<file path="src/rtl/mpwm_pkg.sv">
package mpwm_pkg;

  typedef enum logic [1:0] {
    SEQ_IDLE   = 2'd0,
    SEQ_DETECT = 2'd1,
    SEQ_RUN    = 2'd2
  } seq_state_t;

  // Active phase count from the two ground flags; phase 3 low implies 2.
  function automatic int unsigned active_phases(input int unsigned nph,
                                                input logic p3_gnd,
                                                input logic p4_gnd);
    if (p3_gnd)      return nph - 2;
    else if (p4_gnd) return nph - 1;
    else             return nph;
  endfunction

endpackage

</file>
<file path="src/rtl/mpwm_detect.sv">
module mpwm_detect
  import mpwm_pkg::*;
#(
  parameter int NPH       = 4,
  parameter int DET_TICKS = 2,
  localparam int CW       = $clog2(NPH + 1),
  localparam int TW       = $clog2(DET_TICKS + 1)
) (
  input  logic          clk,
  input  logic          rst_n,
  input  logic          en,
  input  logic          tick,
  input  logic          p3_gnd,
  input  logic          p4_gnd,
  output logic          run,
  output logic          det_drive,
  output logic [CW-1:0] act_cnt
);

  seq_state_t    state_q;
  logic [TW-1:0] tcnt_q;

  always_ff @(posedge clk or negedge rst_n) begin
    if (!rst_n) begin
      state_q <= SEQ_IDLE;
      tcnt_q  <= '0;
      act_cnt <= CW'(NPH);
    end else begin
      case (state_q)
        SEQ_IDLE: begin
          tcnt_q <= '0;
          if (en) state_q <= SEQ_DETECT;
        end
        SEQ_DETECT: begin
          if (!en) begin
            state_q <= SEQ_IDLE;
          end else if (tick) begin
            if (tcnt_q == TW'(DET_TICKS - 1)) begin
              act_cnt <= CW'(active_phases(NPH, p3_gnd, p4_gnd));
              state_q <= SEQ_RUN;
            end else begin
              tcnt_q <= tcnt_q + 1'b1;
            end
          end
        end
        SEQ_RUN: if (!en) state_q <= SEQ_IDLE;
        default: state_q <= SEQ_IDLE;
      endcase
    end
  end

  assign run       = (state_q == SEQ_RUN);
  assign det_drive = (state_q == SEQ_DETECT);

endmodule

</file>
<file path="src/rtl/mpwm_rotor.sv">
module mpwm_rotor #(
  parameter int NPH  = 4,
  localparam int CW  = $clog2(NPH + 1),
  localparam int PW  = $clog2(NPH)
) (
  input  logic           clk,
  input  logic           rst_n,
  input  logic           go,
  input  logic           tick,
  input  logic [CW-1:0]  act_cnt,
  output logic [NPH-1:0] fire
);

  logic [PW-1:0] ptr_q;
  logic          last;

  assign last = ({1'b0, ptr_q} == (act_cnt - 1'b1));

  always_ff @(posedge clk or negedge rst_n) begin
    if (!rst_n)          ptr_q <= '0;
    else if (!go)        ptr_q <= '0;
    else if (tick)       ptr_q <= last ? '0 : ptr_q + 1'b1;
  end

  always_comb begin
    fire = '0;
    if (go && tick) fire[ptr_q] = 1'b1;
  end

endmodule

</file>
<file path="src/rtl/mpwm_phase_cell.sv">
module mpwm_phase_cell (
  input  logic clk,
  input  logic rst_n,
  input  logic live,
  input  logic fire,
  input  logic off,
  output logic q
);

  always_ff @(posedge clk or negedge rst_n) begin
    if (!rst_n)     q <= 1'b0;
    else if (!live) q <= 1'b0;
    else if (fire)  q <= 1'b1;
    else if (off)   q <= 1'b0;
  end

endmodule

</file>
<file path="src/rtl/mpwm_sequencer.sv">
module mpwm_sequencer #(
  parameter int NPH       = 4,
  parameter int DET_TICKS = 2
) (
  input  logic           clk,
  input  logic           rst_n,
  input  logic           en,
  input  logic           tick,
  input  logic           p3_low,
  input  logic           p4_low,
  input  logic [NPH-1:0] off_req,
  output logic [NPH-1:0] pwm,
  output logic           det_drive
);

  localparam int CW = $clog2(NPH + 1);

  logic          run;
  logic          live;
  logic [CW-1:0] act_cnt;
  logic [NPH-1:0] fire;

  mpwm_detect #(.NPH(NPH), .DET_TICKS(DET_TICKS)) u_detect (
    .clk(clk), .rst_n(rst_n), .en(en), .tick(tick),
    .p3_gnd(p3_low), .p4_gnd(p4_low),
    .run(run), .det_drive(det_drive), .act_cnt(act_cnt)
  );

  assign live = en && run;

  mpwm_rotor #(.NPH(NPH)) u_rotor (
    .clk(clk), .rst_n(rst_n), .go(live), .tick(tick),
    .act_cnt(act_cnt), .fire(fire)
  );

  for (genvar i = 0; i < NPH; i++) begin : g_phase
    mpwm_phase_cell u_cell (
      .clk(clk), .rst_n(rst_n), .live(live),
      .fire(fire[i]), .off(off_req[i]), .q(pwm[i])
    );
  end

endmodule

</file>
<file path="config.mk">
export PLATFORM = sky130hd
export DESIGN_NAME = mpwm_sequencer
export DESIGN_NICKNAME = d
export VERILOG_FILES = /design/src/rtl/mpwm_pkg.sv /design/src/rtl/mpwm_detect.sv /design/src/rtl/mpwm_rotor.sv /design/src/rtl/mpwm_phase_cell.sv /design/src/rtl/mpwm_sequencer.sv
export SDC_FILE = /design/constraint.sdc
export NUM_CORES = 1
export LEC_CHECK = 0
export BUFFER_PORTS_ARGS = -buffer_cell sky130_fd_sc_hd__buf_2
export CAP_MARGIN = 5
export CORE_UTILIZATION = 24
export CTS_CLUSTER_DIAMETER = 60
export DETAILED_ROUTE_END_ITERATION = 12
export REMOVE_ABC_BUFFERS = 1
export SLEW_MARGIN = 10
export SYNTH_ARGS = -nofsm -noshare
export SYNTH_HDL_FRONTEND = slang
export SYNTH_SLANG_ARGS = --single-unit
</file>
<file path="constraint.sdc">
create_clock -name clk -period 2.8 [get_ports clk]
set_clock_uncertainty 0.1 [all_clocks]
set_input_delay 0.14 -clock clk [delete_from_list [all_inputs] [get_ports clk]]
set_output_delay 0.14 -clock clk [all_outputs]
set_load 0.01 [all_outputs]
</file>
Word-level counts from Yosys, hierarchy flattened
Cells that the tools add are included.
{ "op_classes": {"addsub": 3, "order_cmp": 2, "n_eq_ne": 16, "muxes": 30, "reduce_logical": 8} }
{ "op_table": {"columns": ["op", "count"], "rows": [
  ["2-bit 2-to-1 mux", 11],
  ["3-bit != test, second input constant", 5],
  ["1-bit 2-to-1 mux", 13],
  ["2-bit != test, second input constant", 6],
  ["4-bit AND reduction", 3],
  ["3-bit 2-to-1 mux", 2],
  ["2-bit one-hot mux with 3 select lines", 1],
  ["2-bit by 1-bit adder with 2-bit output, second input constant", 2],
  ["2-bit by 1-bit == test with 1-bit output, second input constant", 2],
  ["4-bit 2-to-1 mux", 1],
  ["2-bit one-hot mux with 2 select lines", 1],
  ["2-bit by 3-bit == test with 1-bit output", 1],
  ["1-bit logical AND", 3],
  ["2-bit by 3-bit < comparator with 1-bit output, second input constant", 1],
  ["3-bit by 2-bit != test with 1-bit output, second input constant", 1],
  ["3-bit by 1-bit subtractor with 3-bit output, second input constant", 1],
  ["1-bit demux with 2-bit select", 1],
  ["2-bit == test, second input constant", 1],
  ["2-bit by 1-bit >= comparator with 1-bit output, second input constant", 1],
  ["2-bit logical NOT", 1],
  ["2-bit nonzero test", 1]
]} }
{ "totals": {"register_bits": 13, "input_bits": 10} }

Longest topological paths before layout
Gate-level depths: netlist of the first run.
{ "depth": {"word_depth": 7, "ltp_mapped": 5, "mapped_depth_nobuf": 5} }

By module
Synthesis of the first run repeated with hierarchy kept, for this count alone.
{ "unflattened": {"cells_unflattened": 70, "area_unflattened_um2": 785.8} }
{ "modules_own_cells": {"columns": ["module", "n_inst", "cells_each", "area_each_um2", "seq_area_each_um2"], "rows": [
  ["mpwm_detect", 1, 32, 369.1, 176.4],
  ["mpwm_rotor", 1, 25, 225.2, 50.0],
  ["mpwm_phase_cell", 4, 3, 46.3, 25.0],
  ["mpwm_sequencer", 1, 1, 6.3, 0.0]
]} }

Worst setup path after synthesis of the first run
No wires, ideal clock.
{ "synth_timing": {"path_kind": "reg2reg", "from": "register u_detect.tcnt_q[0]", "to": "register u_detect.tcnt_q[0]", "setup_ns": 0.121, "arrival_ns": 1.333, "slack_ns": 1.246, "stages_incl_launch_ff": 5, "n_path_buf": 0, "period_less_slack_ns": 1.554, "cell_sequence": "dfrtp_1 > ha_1 > nand3b_2 > mux2_4 > a22o_1"} }
{ "synth_between": {"elab_chain_len": 5, "elab_cells_between_ends": 8} }
{ "synth_rtl": {"columns": ["element", "line", "rtl"], "rows": [
  ["start, declared", "mpwm_detect.sv:21", "logic [TW-1:0] tcnt_q;"],
  ["start signal, assigned", "mpwm_detect.sv:42", "tcnt_q <= tcnt_q + 1'b1;"],
  ["2-bit by 1-bit adder with 2-bit output", "mpwm_detect.sv:42", null],
  ["2-bit 2-to-1 mux", "mpwm_detect.sv:38", "if (tcnt_q == TW'(DET_TICKS - 1)) begin"],
  ["2-bit 2-to-1 mux", "mpwm_detect.sv:37", "end else if (tick) begin"],
  ["2-bit 2-to-1 mux", "mpwm_detect.sv:35", "if (!en) begin"],
  ["2-bit one-hot mux with 2 select lines", "mpwm_detect.sv:29", "case (state_q)"]
]} }
Several ways; a longest one is shown, not always the timed one. The select of a mux whose other input is x is not followed.
A chain may end at the register's enable or synchronous reset.

Final worst setup path of the first run
Ends and elaborated chain as after synthesis.

==> results of run 1 <==
[worst max-delay path, stage by stage (launching register included)]
cell and delay, ns:
dfrtp_1 0.42, ha_1 0.26, nand3b_2 0.26, mux2_4 0.31, a22o_1 0.17
[state kept, by name (all words and copies together) (netlist names)]
name and count:
g_phase.u_cell.q 4, u_detect.act_cnt 3, u_detect.state_q 2, u_detect.tcnt_q 2, u_rotor.ptr_q 2
[placed cells by master, fill, tap and decap left out, types with 2 or more instances in the layout]
master    instances
a21oi_1           6
buf_2            14
clkbuf_4          3
dfrtp_1          12
ha_1              6
inv_1             6
mux2_4            2
mux2i_1           2
nand2_1           6
nand2b_1          7
nand3b_2          2
nor2_1            2
xnor2_1           2
[per-stage QoR]
stage	area [sq um]	util (%)	hold slack [ns]	setup WS [ns]
global route	858	30.1	0.0181	1.09
CTS	858	30.1	0.0130	1.17
finish	858	30.1	0.0180	1.17
floorplan	713	-	-0.256	1.25
global placement	822	28.8	-0.0583	1.22
detailed placement	822	28.8	-0.0539	1.17
[repair_timing]
action,in CTS,in global routing
endpoints found under the hold margin,13,0
hold buffers,1,0
buffers inserted,0,0
[logic make-up (layout without fill, tap and decap cells)]
| kind of cell | count (synthesis) | count (layout) | synth area share (%) |
|---|---|---|---|
| DFF | 13 | 13 | 43.6 |
| muxes | 4 | 4 | 6.69 |
| and+or+nand+nor | 21 | 21 | 19.1 |
| xor gates and xnor gates | 3 | 3 | 3.51 |
| buffers and inverters | 11 | 25 | 7.69 |
| adders and majority gates | 6 | 6 | 10.0 |
| AOI/OAI and AO/OA | 11 | 11 | 9.37 |
[final cells by class]
class	count	area (sq um)
inverter	6	22.5
clock buffer	4	26.3
sequential	13	327
multi-input combinational	45	364
fill	301	1990
tap	31	38.8
timing repair buffer	15	80.1
[power groups by stage]
stage / Clock (mW) / Sequential (mW) / Combinational [mW]
after floorplan: 0 / 0.217 / 0.0666
after global placement: 0 / 0.219 / 0.0878
after detailed placement: 0 / 0.219 / 0.0919
after CTS: 0.121 / 0.216 / 0.0932
after global routing: 0.130 / 0.219 / 0.104
final: 0.114 / 0.216 / 0.0915
[worst max-delay path by stage]
stage | from | slack [ns] | depth (start not counted) | to
floorplan | u_detect.tcnt_q[0] | 1.25 | 4 | u_detect.tcnt_q[0]
global placement | u_detect.tcnt_q[0] | 1.22 | 4 | u_detect.tcnt_q[0]
detailed placement | u_detect.tcnt_q[0] | 1.17 | 4 | u_detect.tcnt_q[0]
CTS | u_detect.tcnt_q[0] | 1.17 | 4 | u_detect.tcnt_q[0]
global route | u_detect.tcnt_q[0] | 1.09 | 4 | u_detect.tcnt_q[0]
finish | u_detect.tcnt_q[0] | 1.17 | 4 | u_detect.tcnt_q[0]
[routing by layer]
layer | share of wire (%) | track usage [%] | wire, microns
met1 | 47 | 10.9 | 561
met2 | 46 | 13.0 | 552
met3 | 6.8 | 4.02 | 81
met4 | 0 | 2.04 | 0
met5 | 0 | 0 | 0
==> flow_metrics.env, run 1 <==
export IMPL_sequentialPowerShare_pct=51.2
export IMPL_finalSetupViolations=0
export IMPL_wl_per_cell_microns=10.5
export IMPL_cts_root_buf="clkbuf_4"
export IMPL_drc=1
export IMPL_cts_resized=0
export IMPL_status="finished with violations"
export IMPL_fmax_mhz=614
export IMPL_min_delay_start="p4_low"
export IMPL_synth_seq_cells=13
export IMPL_first_iter_violations=7
export IMPL_clk_pin_slew_worst_paths_ns=0.08
export IMPL_fp_dieH_microns=57.8
export IMPL_netlist_area_sq_um=748
export IMPL_min_to="u_detect.act_cnt[0]"
export IMPL_synth_area_per_cell_sq_um=10.8
export IMPL_drv_slew=0
export IMPL_die_x_microns=57.8
export IMPL_wl_mm=1.20
export IMPL_port_buffers=14
export IMPL_netlist_instances=69
export IMPL_ys_top_cells_by_count="dfrtp_1 (12), nand2b_1 (7)"
export IMPL_reg2reg_slack_ns=1.17
export IMPL_diodes=0
export IMPL_grt_pass1_vias=477
export IMPL_initial_core_util_pct=26.2
export IMPL_combPwrFrac_pct=21.7
export IMPL_p_sw_uw=114
export IMPL_p_per_area_nw_per_um2=491
export IMPL_failed_checks="DRC"
export IMPL_cap_violations=0
export IMPL_yosys_warnings=0
export IMPL_p_leak_nw=0.431
export IMPL_hold_viol_final=0
export IMPL_io_pins=15
export IMPL_area_growth_pct=14.7
export IMPL_finalNetCount=100
export IMPL_ys_flop_type="dfrtp_1"
export IMPL_worstHoldPathCells=3
export IMPL_period_needed_ns=1.63
export IMPL_place_gp_congestion=0.633
export IMPL_power_internal_uw=307
export IMPL_dp_cells=109
export IMPL_timing_setup_tns_ns=0
export IMPL_setup_worst_path_start_class="register"
export IMPL_die_area_sq_um=3340
export IMPL_synth_top_area_share_pct=40.1
export IMPL_grt_max_degree=14
export IMPL_path_class="reg -> reg"
export IMPL_worst_r2r_path_depth=4
export IMPL_final_cell_count_no_fill=114
export IMPL_rsz0062_at_grt="false"
export IMPL_synth_top_cell_by_area="dfrtp_1"
export IMPL_clock_latency_ns=0.27
export IMPL_synth_most_common_cell="dfrtp_1"
export IMPL_tightest_slew_ns=0.315
export IMPL_crit_required_ns=2.86
export IMPL_core_sq_um=2850
export IMPL_cts_buffers=3
export IMPL_synthTopCellsByArea="dfrtp_1 (40%), ha_1 (10%), nand2b_1 (5.9%), a21oi_1 (4.0%), buf_4 (4.0%)"
export IMPL_end_kind="register"
export IMPL_cts_path_max_buffers=2
export IMPL_finalCritPeriodShare_pct=58.2
export IMPL_num_vias=515
export IMPL_grt_overflow=0
export IMPL_rows=19
export IMPL_drive_above_1_share_pct=28.9
export IMPL_yosysUniqueCellTypes=24
export IMPL_cp_max_fo=4
export IMPL_grt_first_pass_wirelength_mm=2.11
export IMPL_worst_ir_drop_vdd_mv=0.255
export IMPL_r2r_start="u_detect.tcnt_q[0]"
export IMPL_cts_tree="done"
export IMPL_totalPowerFinal_uw=422
export IMPL_power_frac_clock_pct=27.1
export IMPL_ys_seq_area_share_pct=43.6
export IMPL_worst_hold_path_type="in -> reg"
export IMPL_drt_pre_antenna_iters=7
export IMPL_grtUsageTotal_pct=8.51
export IMPL_clock_sinks=13
export IMPL_cts_max_level=1
export IMPL_relSlewSlack_pct=78.7
export IMPL_p_sw_share_pct=27.1
export IMPL_dpl_hpwl_microns=947
export IMPL_routed_via_density=4.52
export IMPL_synth_edf_count=0
export IMPL_drtAntennaViolNets=0
export IMPL_cp_arrival_ns=1.69
export IMPL_async_flop_share_pct=100
export IMPL_antenna_found_initial=0
export IMPL_r2r_end="u_detect.tcnt_q[0]"
(Power assumes the default switching activity.)
==> run 2: changes to the inputs <==
--- a/config.mk
+++ b/config.mk
@@ -5,6 +5,7 @@
 export SDC_FILE = /design/constraint.sdc
 export NUM_CORES = 1
 export LEC_CHECK = 0
+export ABC_AREA = 1
 export BUFFER_PORTS_ARGS = -buffer_cell sky130_fd_sc_hd__buf_2
 export CAP_MARGIN = 5
 export CORE_UTILIZATION = 24
==> constraint.sdc (replaced) <==
create_clock -name clk -period 1.6 [get_ports clk]
set_clock_uncertainty 0.1 [all_clocks]
set_input_delay 0.08 -clock clk [delete_from_list [all_inputs] [get_ports clk]]
set_output_delay 0.08 -clock clk [all_outputs]
set_load 0.01 [all_outputs]
==> run 2 against run 1 <==
- the run now ends clean
- area after synthesis rose by 3.8%
- die area rose by 3.7%
- critical path depth rose by 2
- hold slack got worse by 0.0034 ns
- combinational power rose by 77%
- cell count rose by 43%
- synthesized cell count rose by 41%
- design area rose by 14%
- utilization rose by 2.0 points
- via count rose by 26%
- global-route usage rose by 1.1 points
- largest cell class unchanged
- largest power group unchanged
- highest routed layer is now met4
==> flow_metrics.env, run 2 <==
export IMPL_fp_dieH_microns=58.9
export IMPL_largest_register_ffs=4
export IMPL_grt_pass1_vias=595
export IMPL_worst_r2r_path_depth=8
export IMPL_ys_flop_type="dfrtp_1"
export IMPL_drtAntennaViolNets=0
export IMPL_dp_cells=151
export IMPL_async_flop_share_pct=100
export IMPL_end_kind="register"
export IMPL_hold_viol_final=0
export IMPL_diodes=0
export IMPL_yosys_warnings=0
export IMPL_port_buffers=14
export IMPL_grt_overflow=0
export IMPL_crit_chain="dlygate4sd3_1 > buf_2 > nor2_1 > dlygate4sd3_1 > inv_1 > o21ai_1"
export IMPL_hold_slack_ns=0.0146
export IMPL_grtUsageTotal_pct=9.64
export IMPL_p_leak_nw=0.527
export IMPL_cp_depth=6
export IMPL_core_sq_um=3050
export IMPL_num_vias=647
export IMPL_routed_via_density=3.97
export IMPL_worst_path_most_repeated_cell="dlygate4sd3_1"
export IMPL_wl_mm=1.47
export IMPL_dpl_hpwl_mm=1.11
export IMPL_synth_most_common_cell="nand2_1"
export IMPL_io_pins=15
export IMPL_cp_arrival_ns=1.56
export IMPL_p_per_area_nw_per_um2=762
export IMPL_worst_ir_drop_vdd_mv=0.437
export IMPL_yosysUniqueCellTypes=18
export IMPL_timing_setup_tns_ns=0
export IMPL_max_stage_delay_ns=0.57
export IMPL_tightest_slew_ns=0.305
export IMPL_die_area_sq_um=3470
export IMPL_grt_first_pass_wirelength_mm=2.45
export IMPL_cp_max_fo=2
export IMPL_cpMaxStageDelayCell="dlygate4sd3_1"
export IMPL_period_needed_ns=1.45
export IMPL_first_iter_violations=6
export IMPL_synthTopCellsByArea="dfrtp_1 (39%), nand2_1 (16%), ha_1 (9.7%), inv_1 (7.2%), nand3_1 (3.9%)"
export IMPL_cts_max_level=1
export IMPL_setup_worst_path_start_class="input pin"
export IMPL_critPathBufInv=4
export IMPL_finalNetCount=136
export IMPL_synth_seq_cells=13
export IMPL_synth_top_cell_by_area="dfrtp_1"
export IMPL_drv_slew=0
export IMPL_synth_edf_count=0
export IMPL_ys_top_cells_by_count="nand2_1 (34), inv_1 (15), dfrtp_1 (12)"
export IMPL_rsz0062_at_grt="false"
export IMPL_clk_pin_slew_worst_paths_ns=0.09
export IMPL_regMostFlops="g_phase.u_cell.q"
export IMPL_crit_required_ns=1.71
export IMPL_totalPowerFinal_uw=745
export IMPL_initial_core_util_pct=25.5
export IMPL_grt_max_degree=14
export IMPL_relSlewSlack_pct=79.7
export IMPL_ys_seq_area_share_pct=42.0
export IMPL_final_common_cell="nand2_1"
export IMPL_cap_violations=0
export IMPL_postCtsSetupBuffers=0
export IMPL_finalSetupViolations=0
export IMPL_synth_top_area_share_pct=38.6
export IMPL_final_cell_count_no_fill=163
export IMPL_status="completed"
export IMPL_area_growth_pct=25.9
export IMPL_worst_hold_path_type="in -> reg"
export IMPL_wl_per_cell_microns=9.01
export IMPL_drc=0
export IMPL_fmax_mhz=690
export IMPL_cts_path_max_buffers=2
export IMPL_rows=20
export IMPL_place_gp_congestion=0.738
export IMPL_drive_above_1_share_pct=21.0
export IMPL_synth_area_per_cell_sq_um=8.01
export IMPL_drt_pre_antenna_iters=3
export IMPL_final_cell_mix="nand2_1 (34), inv_1 (15), buf_2 (14)"
export IMPL_finalCritPeriodShare_pct=90.6
export IMPL_cp_top_family="buffers and inverters"
export IMPL_path_class="in -> reg"
export IMPL_clock_latency_ns=0.27
export IMPL_cts_buffers=3
export IMPL_cts_root_buf="clkbuf_4"
export IMPL_netlist_area_sq_um=777
export IMPL_reg_top3="g_phase.u_cell.q: 4 flops, u_detect.act_cnt: 3 flops"
export IMPL_die_x_microns=58.9
export IMPL_worstHoldPathCells=3
export IMPL_netlist_instances=97
export IMPL_antenna_found_initial=0
export IMPL_cts_tree="done"
export IMPL_clock_sinks=13
[run 2: changes by cell type after synthesis, sizes merged, moves of 2 or more]
cell	change
nand2	+28
inv	+10
nand2b	-7
nand3	+7
nor2	+7
a21oi	-6
o21ai	+3
mux2	-2
mux2i	-2
nand3b	-2
nand4	+2
[run 2: area by class of cell]
| cell class | count | area [sq um] |
|---|---|---|
| clock buffers | 4 | 26.3 |
| fillers | 345 | 2070 |
| inverters | 16 | 60.1 |
| multi-input cells | 64 | 360 |
| flip-flops and latches | 13 | 327 |
| well taps | 44 | 55.1 |
| repair buffers | 22 | 150 |
[run 2: logic make-up (layout without fill, tap and decap cells)]
kind of cell,Yosys count,in the layout,share of synthesized area [%]
adders and majority gates,6,6,9.66
and+or+nand+nor,54,54,33.7
DFF,13,13,42.0
AOI/OAI and AO/OA,3,3,1.93
buffers and inverters,20,42,11.6
xor gates and xnor gates,1,1,1.13
[run 2: metrics by stage]
stage	util, %	area (sq um)	setup slack, ns
3_5_place_dp	28.6	872	0.273
2_1_floorplan	-	747	0.383
5_1_grt	32.0	978	0.0830
3_3_place_gp	28.6	872	0.354
4_1_cts	32.0	978	0.166
6_report	32.0	978	0.150
[run 2: worst paths after layout]
kind | from | end | slack (ns)
max | p3_low | u_detect.act_cnt[2] | 0.15
max reg2reg | u_detect.act_cnt[0] | u_rotor.ptr_q[1] | 0.27
min reg2reg | g_phase[0].u_cell.q | g_phase[0].u_cell.q | 0.38
min in group asynchronous | rst_n | u_detect.act_cnt[0] | 0.12
min | en | u_detect.state_q[0] | 0.01
max in group asynchronous | rst_n | u_detect.act_cnt[2] | 1.00
[run 2: worst register-to-register path, delay by kind of cell (launching register included)]
| kind | cells | cell delay (ns) |
|---|---|---|
| flip-flops | 1 | 0.38 |
| AND/OR/NAND/NOR | 5 | 0.31 |
| adder cells (fa/ha/maj) | 1 | 0.31 |
| buffers and inverters | 2 | 0.13 |
[run 2: where the power goes]
part	internal, mW	leakage, nW	total, mW	switching, mW
registers	0.357	0.173	0.374	0.0171
clock network	0.0965	0.0150	0.210	0.114
logic	0.0764	0.339	0.162	0.0852
[run 2: metal layers]
metal | up-vias | global-route usage, % | part of all wire (%) | routed length [microns]
met3 | 2 | 4.62 | 3.2 | 47
met5 | - | 0 | 0 | 0
met1 | 297 | 11.2 | 46 | 678
li1 | 338 | - | - | -
met2 | 10 | 16.1 | 50 | 727
met4 | 0 | 2.04 | 0.95 | 14
[run 2: what timing repair did]
action	in CTS	in global routing
hold buffers	8	0
hold endpoints to repair	20	0
resized for setup	0	0
==> run 3: changes to the inputs <==
--- a/config.mk
+++ b/config.mk
@@ -8,9 +8,10 @@
 export ABC_AREA = 1
 export BUFFER_PORTS_ARGS = -buffer_cell sky130_fd_sc_hd__buf_2
 export CAP_MARGIN = 5
-export CORE_UTILIZATION = 24
+export CORE_UTILIZATION = 52
 export CTS_CLUSTER_DIAMETER = 60
 export DETAILED_ROUTE_END_ITERATION = 12
+export PLACE_DENSITY = 0.76
 export REMOVE_ABC_BUFFERS = 1
 export SLEW_MARGIN = 10
 export SYNTH_ARGS = -nofsm -noshare
==> run 3 against run 2 <==
- sequential power hardly changed
- first-iteration DRC count up 50%
- design area is 3.7% lower
- die area decreased by 52%
- total power down 1.9%
- non-clock buffer count unchanged
- utilization up 38 points
- sequential share of layout area grew 1.3 points
- combinational power about the same
- maximum frequency decreased by 2.3%
- sequential cell count did not move
==> flow_metrics.env, run 3 (same netlist as run 2, synthesis figures left out) <==
export IMPL_final_cell_count_no_fill=134
export IMPL_clk_pin_slew_worst_paths_ns=0.08
export IMPL_p_sw_uw=203
export IMPL_drive_above_1_share_pct=21.0
export IMPL_grt_first_pass_wirelength_mm=2.16
export IMPL_hold_viol_final=0
export IMPL_path_class="in -> reg"
export IMPL_r2r_start="u_detect.tcnt_q[0]"
export IMPL_seqCellArea_sq_um=327
export IMPL_cts_hold_buf=8
export IMPL_final_common_cell="nand2_1"
export IMPL_clock_sinks=13
export IMPL_antenna_found_initial=0
export IMPL_worst_ir_drop_vdd_mv=0.506
export IMPL_fill_cells=115
export IMPL_p_sw_share_pct=27.7
export IMPL_grt_pass1_vias=600
export IMPL_port_buffers=14
export IMPL_rows=13
export IMPL_wl_mm=1.39
export IMPL_area_growth_pct=21.3
export IMPL_wl_per_cell_microns=10.3
export IMPL_reg_top3="g_phase.u_cell.q: 4 flops, u_detect.act_cnt: 3 flops"
export IMPL_power_internal_uw=529
export IMPL_drc=0
export IMPL_dp_cells=122
export IMPL_timing_setup_tns_ns=0
export IMPL_die_area_sq_um=1650
export IMPL_reg2reg_slack_ns=0.26
export IMPL_critPathLaunch="p3_low"
export IMPL_fmax_mhz=674
export IMPL_r2r_end="u_detect.tcnt_q[0]"
export IMPL_initial_core_util_pct=57.6
export IMPL_drv_slew=0
export IMPL_crit_required_ns=1.70
export IMPL_die_x_microns=40.7
export IMPL_drt_pre_antenna_iters=4
export IMPL_largest_register_ffs=4
export IMPL_p_per_area_nw_per_um2=777
export IMPL_finalCritPeriodShare_pct=92.7
export IMPL_grt_overflow=0
export IMPL_p_leak_nw=0.527
export IMPL_sequentialPowerShare_pct=51.0
export IMPL_multi_input_area_sq_um=360
export IMPL_place_gp_congestion=0.766
export IMPL_num_vias=648
export IMPL_cap_violations=0
export IMPL_cts_max_level=1
export IMPL_final_cell_mix="nand2_1 (34), inv_1 (15), buf_2 (14)"
export IMPL_fp_dieH_microns=40.7
export IMPL_regMostFlops="g_phase.u_cell.q"
export IMPL_grtUsageTotal_pct=20.1
export IMPL_finalSetupViolations=0
export IMPL_cts_resized=0
export IMPL_tightest_slew_ns=0.288
export IMPL_cts_tree="done"
export IMPL_end_kind="register"
export IMPL_drtAntennaViolNets=0
export IMPL_hold_slack_ns=0.0359
export IMPL_first_iter_violations=9
export IMPL_relSlewSlack_pct=80.8
export IMPL_postCtsSetupBuffers=0
export IMPL_cp_endpoint="u_detect.act_cnt[2]"
export IMPL_worst_hold_path_type="in -> reg"
export IMPL_totalPowerFinal_uw=732
export IMPL_final_core_util_pct=69.8
export IMPL_cts_path_max_buffers=2
export IMPL_power_frac_clock_pct=26.6
export IMPL_cts_root_buf="clkbuf_4"
export IMPL_dpl_hpwl_mm=1.03
export IMPL_diodes=0
export IMPL_io_pins=15
export IMPL_setup_worst_path_start_class="input pin"
export IMPL_period_needed_ns=1.48
export IMPL_rsz0062_at_grt="false"
export IMPL_cp_max_fo=2
export IMPL_status="completed"
export IMPL_clock_latency_ns=0.26
export IMPL_finalNetCount=136
export IMPL_routed_via_density=4.84
export IMPL_combPwrFrac_pct=22.4
export IMPL_cts_buffers=3
export IMPL_core_sq_um=1350
export IMPL_worst_r2r_path_depth=6
export IMPL_cp_arrival_ns=1.58
export IMPL_grt_max_degree=14
## run 3: cell counts in the layout (fill, tap and decap cells not counted)
Identical to the previous run, type by type.
## run 3: worst max-delay path, cell delays in order
cell	delay [ns]
dlygate4sd3_1	0.54
buf_2	0.13
nor2_1	0.12
dlygate4sd3_1	0.56
inv_1	0.04
o21ai_1	0.12
## run 3: worst min-delay path by stage
stage / depth (start not counted) / slack [ns] / end / from
final: 3 / 0.04 / u_detect.state_q[0] / en
after global routing: 3 / 0.04 / u_detect.state_q[0] / en
after detailed placement: 1 / -0.12 / g_phase[2].u_cell.q / rst_n
after floorplan: 0 / -0.32 / g_phase[0].u_cell.q / rst_n
after global placement: 1 / -0.13 / u_detect.state_q[0] / rst_n
after CTS: 3 / 0.03 / u_detect.state_q[0] / en
## run 3: power by group through the flow
| stage | Sequential (mW) | Combinational (mW) | Clock [mW] |
|---|---|---|---|
| finish | 0.373 | 0.164 | 0.195 |
| detailed placement | 0.380 | 0.150 | 0 |
| global route | 0.376 | 0.188 | 0.218 |
| CTS | 0.373 | 0.165 | 0.203 |
| floorplan | 0.376 | 0.107 | 0 |
| global placement | 0.379 | 0.141 | 0 |
## run 3: per-layer routing
metal / up-vias / global-route usage [%] / wire length [microns]
met4: 0 / 8.33 / 11
li1: 337 / - / -
met5: - / 0 / 0
met1: 297 / 19.0 / 586
met2: 12 / 41.3 / 747
met3: 2 / 3.26 / 40
## run 3: area by class of cell
| type | count | share of cell area [%] |
|---|---|---|
| tap | 15 | 1.99 |
| timing repair buffer | 22 | 15.9 |
| sequential | 13 | 34.7 |
| inverter | 16 | 6.37 |
| clock buffer | 4 | 2.79 |
| multi-input combinational | 64 | 38.2 |
## run 3: through the flow
stage          area, sq um  worst slack, ns
6_report               942            0.116
5_1_grt                942           0.0458
4_1_cts                942            0.127
3_5_place_dp           836            0.292
3_3_place_gp           836            0.357
2_1_floorplan          747            0.383
